## src/rtl/rs_enc_pkg.sv

```systemverilog
package rs_enc_pkg;
  localparam int SYM_W = 8;
  localparam logic [8:0] FIELD_POLY = 9'h11D;
  localparam int MAXP = 64;
  localparam int GEN_W = MAXP * SYM_W + SYM_W;

  function automatic logic [7:0] gf_mul(input logic [7:0] a, input logic [7:0] b);
    logic [7:0] p;
    logic [7:0] x;
    p = '0;
    x = a;
    for (int i = 0; i < 8; i++) begin
      if (b[i]) p = p ^ x;
      x = {x[6:0], 1'b0} ^ (x[7] ? FIELD_POLY[7:0] : 8'h00);
    end
    return p;
  endfunction

  // product of (x + alpha^i), i = 0..npar-1; byte j is the x^j coefficient
  function automatic logic [GEN_W-1:0] gen_poly(input int npar);
    logic [GEN_W-1:0] g;
    logic [7:0] root;
    logic [7:0] lo;
    g = '0;
    g[7:0] = 8'h01;
    root = 8'h01;
    for (int i = 0; i < npar; i++) begin
      for (int j = MAXP; j >= 0; j--) begin
        if (j > 0) lo = g[(j-1)*8 +: 8];
        else       lo = 8'h00;
        g[j*8 +: 8] = lo ^ gf_mul(root, g[j*8 +: 8]);
      end
      root = gf_mul(root, 8'h02);
    end
    return g;
  endfunction

  // input bits that feed output bit j of a multiply by coef
  function automatic logic [7:0] cmul_mask(input logic [7:0] coef, input int j);
    logic [7:0] m;
    logic [7:0] t;
    for (int k = 0; k < 8; k++) begin
      t = gf_mul(coef, 8'(1 << k));
      m[k] = t[j];
    end
    return m;
  endfunction
endpackage

```

## src/rtl/rs_gf_cmul.sv

```systemverilog
module rs_gf_cmul
  import rs_enc_pkg::*;
#(
  parameter logic [7:0] COEF = 8'h01
) (
  input  logic [7:0] a_i,
  output logic [7:0] p_o
);
  for (genvar j = 0; j < 8; j++) begin : g_bit
    localparam logic [7:0] MASK = cmul_mask(COEF, j);
    assign p_o[j] = ^(a_i & MASK);
  end
endmodule

```

## src/rtl/rs_lfsr.sv

```systemverilog
module rs_lfsr
  import rs_enc_pkg::*;
#(
  parameter int NPAR = 32,
  parameter logic [GEN_W-1:0] GEN = '0
) (
  input  logic       clk_i,
  input  logic       rst_ni,
  input  logic       shift_i,
  input  logic       load_i,
  input  logic [7:0] sym_i,
  output logic [7:0] top_o,
  output logic       zero_o
);
  logic [7:0] r_q [NPAR];
  logic [7:0] prod [NPAR];
  logic [7:0] fb;

  // parity phase: zero feedback turns the divider into a plain shifter
  assign fb = load_i ? (sym_i ^ r_q[NPAR-1]) : 8'h00;

  for (genvar i = 0; i < NPAR; i++) begin : g_tap
    rs_gf_cmul #(.COEF(GEN[i*8 +: 8])) u_mul (.a_i(fb), .p_o(prod[i]));
  end

  always_ff @(posedge clk_i or negedge rst_ni) begin
    if (!rst_ni) begin
      for (int i = 0; i < NPAR; i++) r_q[i] <= '0;
    end else if (shift_i) begin
      r_q[0] <= prod[0];
      for (int i = 1; i < NPAR; i++) r_q[i] <= r_q[i-1] ^ prod[i];
    end
  end

  always_comb begin
    zero_o = 1'b1;
    for (int i = 0; i < NPAR; i++) if (r_q[i] != 8'h00) zero_o = 1'b0;
  end

  assign top_o = r_q[NPAR-1];
endmodule

```

## src/rtl/rs_ctrl.sv

```systemverilog
module rs_ctrl #(
  parameter int NMSG = 223,
  parameter int NPAR = 32,
  parameter int CW   = 8
) (
  input  logic          clk_i,
  input  logic          rst_ni,
  input  logic          fire_i,
  output logic          par_o,
  output logic [CW-1:0] cnt_o
);
  always_ff @(posedge clk_i or negedge rst_ni) begin
    if (!rst_ni) begin
      par_o <= 1'b0;
      cnt_o <= '0;
    end else if (fire_i) begin
      if (!par_o) begin
        if (cnt_o == CW'(NMSG-1)) begin
          par_o <= 1'b1;
          cnt_o <= '0;
        end else cnt_o <= cnt_o + 1'b1;
      end else begin
        if (cnt_o == CW'(NPAR-1)) begin
          par_o <= 1'b0;
          cnt_o <= '0;
        end else cnt_o <= cnt_o + 1'b1;
      end
    end
  end
endmodule

```

## src/rtl/rs_stream_enc.sv

```systemverilog
module rs_stream_enc
  import rs_enc_pkg::*;
#(
  parameter int NMSG = 223,
  parameter int NPAR = 32
) (
  input  logic       clk_i,
  input  logic       rst_ni,
  input  logic [7:0] in_data_i,
  input  logic       in_valid_i,
  output logic       in_ready_o,
  output logic [7:0] out_data_o,
  output logic       out_valid_o,
  input  logic       out_ready_i
);
  localparam int CMAX = (NMSG > NPAR) ? NMSG : NPAR;
  localparam int CW = $clog2(CMAX);
  localparam logic [GEN_W-1:0] GEN = gen_poly(NPAR);

  logic          par_q;
  logic [CW-1:0] cnt_q;
  logic          fire;
  logic [7:0]    lfsr_top;
  logic          lfsr_zero;

  assign in_ready_o  = !par_q && out_ready_i;
  assign out_valid_o = par_q || in_valid_i;
  assign out_data_o  = par_q ? lfsr_top : in_data_i;
  assign fire        = out_valid_o && out_ready_i;

  rs_ctrl #(.NMSG(NMSG), .NPAR(NPAR), .CW(CW)) u_ctrl (
    .clk_i(clk_i), .rst_ni(rst_ni), .fire_i(fire), .par_o(par_q), .cnt_o(cnt_q)
  );

  rs_lfsr #(.NPAR(NPAR), .GEN(GEN)) u_lfsr (
    .clk_i(clk_i), .rst_ni(rst_ni), .shift_i(fire), .load_i(!par_q),
    .sym_i(in_data_i), .top_o(lfsr_top), .zero_o(lfsr_zero)
  );
endmodule

```

## config.mk

```make
export PLATFORM = sky130hd
export DESIGN_NAME = rs_stream_enc
export DESIGN_NICKNAME = d
export VERILOG_FILES = /design/src/rtl/rs_enc_pkg.sv /design/src/rtl/rs_gf_cmul.sv /design/src/rtl/rs_lfsr.sv /design/src/rtl/rs_ctrl.sv /design/src/rtl/rs_stream_enc.sv
export SDC_FILE = /design/constraint.sdc
export NUM_CORES = 1
export LEC_CHECK = 0
export ABC_AREA = 0
export BUFFER_PORTS_ARGS = -buffer_cell sky130_fd_sc_hd__buf_2
export CAP_MARGIN = 20
export CORE_MARGIN = 2
export CORE_UTILIZATION = 64
export DETAILED_ROUTE_END_ITERATION = 8
export PLACE_DENSITY = 0.91
export SYNTH_ARGS = -nofsm -noshare
export SYNTH_HDL_FRONTEND = slang
export SYNTH_SLANG_ARGS = --single-unit
export TNS_END_PERCENT = 1
```

## constraint.sdc

```tcl
create_clock -name clk_i -period 2.99 [get_ports clk_i]
set_input_delay 0.1495 -clock clk_i [delete_from_list [all_inputs] [get_ports clk_i]]
set_output_delay 0.1495 -clock clk_i [all_outputs]
set_load 0.02 [all_outputs]
```

==> summary.txt <==
Drt pass-1 iters = 5
Post-synthesis xor/xnor area fraction = 29.3%
Layout Nets = 1427
Overflow after GRT = 0
Slowest stage delay, CP = 0.59 ns
Startpoint Class = flip-flop
Largest net degree at the start of global routing = 106
Post-synthesis cell count = 1381
Synth top area share = 47.1%
Clk buf depth = 3
Die Y-Extent = 152 um
Num CTS Buffers = 28
Peak Freq = 375 MHz
Seq cells post-synth = 265
Initial Utilization = 65.0%
Post-route ant nets = 0
Antenna Cells = 0
Count of input and output buffers = 21
Global-route wire length before repair = 57900 um
Complex-gate fraction of the synthesized area = 9.73%
Cell Chain, Critical Path = xnor2_4, nor2_1, mux2_1, xnor3_1, xor2_1, o21ai_1
H-tree Lvls = 1
Synth Area in Simple Gates = 9.84%
Drt via density = 5.87
Setup crit end kind = flip-flop
Ranking of synthesized cells by area = dfrtp_1 47%, xnor2_1 14%, xor2_1 9.7%
Area leader, netlist = dfrtp_1
Post-Syn Area = 14100 sq um
Vias = 10100
Mux cell area share after synthesis = 1.40%
Distinct cells, synth = 39
CTS sink count = 265
Routed len/inst = 21.1 um
Reg clk slew, reported paths = 0.06 ns
Total Routed Length = 36100 um
Fin. Hold Viols = 0
Maximum capacitance violations = 0
Layout cells sized above 1 = 12.7%
Kind of critical path = flip-flop to flip-flop
Total GRT Usage = 31.9%
Status = finished, final reports clean
HP Class = input pin to asynchronous set/reset pin
Worst Skew = 0.0217 ns
Final period utilization = 89.2%
Area Overhead vs Synth = 11.8%
Post-Synth Adder-Cell Area = 0.178%
Critical Path Fanout Max = 9
Worst endpoint data arrival time = 3.13 ns
Syn_nets = 1395
Die ar. = 23200 sq um
Die width = 152 um
Max_slew headroom = 40.0%
Worst-margin pin slew = 0.899 ns
Clock latency on the worst-skew pair = 0.56 ns
FP Rows = 54
Iteration-0 DRC Markers = 1087
Commonest non-fill, non-tap cell in the layout = nand2_1
Core ar. = 21700 sq um
Root buf cell = clkbuf_16
Mean area per synthesized cell = 10.2 sq um
Final-report setup violation count = 0
Worst Path Required = 3.46 ns
RSZ-0062 raised after global routing = false
Boundary Pins = 22
Largest family of logic cells by synthesized area = XOR/XNOR gates
GP Congestion = 0.914
Drt drc = 0
Vias in the first global route = 10400
Hpwl dp = 24400 um
Post-cts sizing count = 0
Slowest cell on the critical path = mux2_1
Initial antenna violation count = 0
Yosys warning count = 0
CTS tree = built
Min cycle time layout = 2.67 ns
Final Max Tran Viols = 0
Register area share after synthesis = 47.1%
TNS Setup = 0 ns
Most frequent cells in the layout = 265 x nand2_1, 264 x dfrtp_1, 247 x o21ai_0
[routing by layer]
layer	routed length (um)	up-vias	part of all wire [%]	track usage (%)
met5	0	-	0	0
li1	-	4510	-	-
met1	14300	4929	40	43.5
met4	1820	0	5.1	14.1
met2	16900	490	47	50.7
met3	3060	128	8.5	5.60
[cell families (layout without fill, tap and decap cells)]
group / Yosys count / count (layout)
compound gates: 270 / 270
xor+xnor: 417 / 417
fa+ha+maj: 2 / 2
buf+inv: 77 / 128
flops: 265 / 265
mux: 17 / 17
simple gates: 333 / 333
[synthesized netlist by cell type]
master and count:
buf_1 4, ha_1 2, mux2_1 1, buf_2 6
o21ai_0 247, o31ai_1 4, nor3_1 1, nand4_1 2
nor2_2 12, a31oi_1 1, mux2_2 13, nor2_4 8
xnor2_2 9, nand2b_1 1, clkbuf_1 57, inv_1 2
mux2_4 2, xnor3_1 13, nand3_1 3, nor2_1 28
and2_1 2, a31o_2 1, buf_4 6, buf_6 1
nor2b_1 8, xnor2_4 11, xnor3_2 1, buf_12 1
xnor2_1 226, a21oi_1 1, a32o_1 1, mux2i_1 1
nand2_1 266, dfrtp_1 265, o21ai_1 15, or2_2 1
xor2_1 156, xor3_1 1, and4b_1 1
[flip-flops by register name, indices dropped and copies added, names as in the netlist]
signal,cells
u_ctrl.par_o,1
u_lfsr.top_o,8
u_ctrl.cnt_o,8
u_lfsr.r_q,248
[what timing repair did]
action,in CTS,in global routing
endpoints found under the hold margin,99,0
buffers inserted,0,0
hold buffers,1,0
[worst max-delay path, delay by kind of cell, from the launching register on]
family / cells / cell delay (ns)
AOI/OAI and AO/OA: 1 / 0.15
muxes: 1 / 0.59
xor gates and xnor gates: 3 / 0.81
and+or+nand+nor: 1 / 0.58
DFF: 1 / 0.45
[metrics by stage]
step / cell area [sq um] / hold slack, ns / utilization, % / cells / setup WS (ns)
finish: 15800 / 0.227 / 72.6 / 1712 / 0.324
detailed placement: 14800 / 0.265 / 68.3 / 1662 / 0.392
global route: 15800 / 0.240 / 72.6 / 1712 / 0.259
global placement: 14800 / 0.261 / 68.3 / 1662 / 0.542
floorplan: 14100 / -0.146 / - / 1381 / 0.767
CTS: 15800 / 0.196 / 72.6 / 1712 / 0.358
[final timing paths]
path                                  from              end  slack (ns)  cells past startpoint
setup reg to reg           u_lfsr.top_o[2]  u_lfsr.r_q[177]        0.32                      6
hold reg to reg            u_ctrl.cnt_o[4]  u_ctrl.cnt_o[4]        0.49                      1
setup / recovery           u_lfsr.top_o[2]  u_lfsr.r_q[177]        0.32                      6
min in group clk_i             out_ready_i  u_lfsr.r_q[252]        0.23                      4
max in group asynchronous           rst_ni  u_lfsr.r_q[221]        1.89                      3
hold / removal                      rst_ni  u_ctrl.cnt_o[1]        0.23                      2
[cell type report]
| type | count | area, sq um |
|---|---|---|
| multi-input cells | 1039 | 7120 |
| flip-flops and latches | 265 | 6630 |
| fillers | 1361 | 5930 |
| clock buffers | 37 | 806 |
| repair buffers | 77 | 713 |
| well taps | 280 | 350 |
| clock inverters | 12 | 123 |
| inverters | 2 | 7.51 |
Power is left out: the tool's default activity adds up to more than one toggle a clock period on the data nets, which glitch-free logic cannot reach.
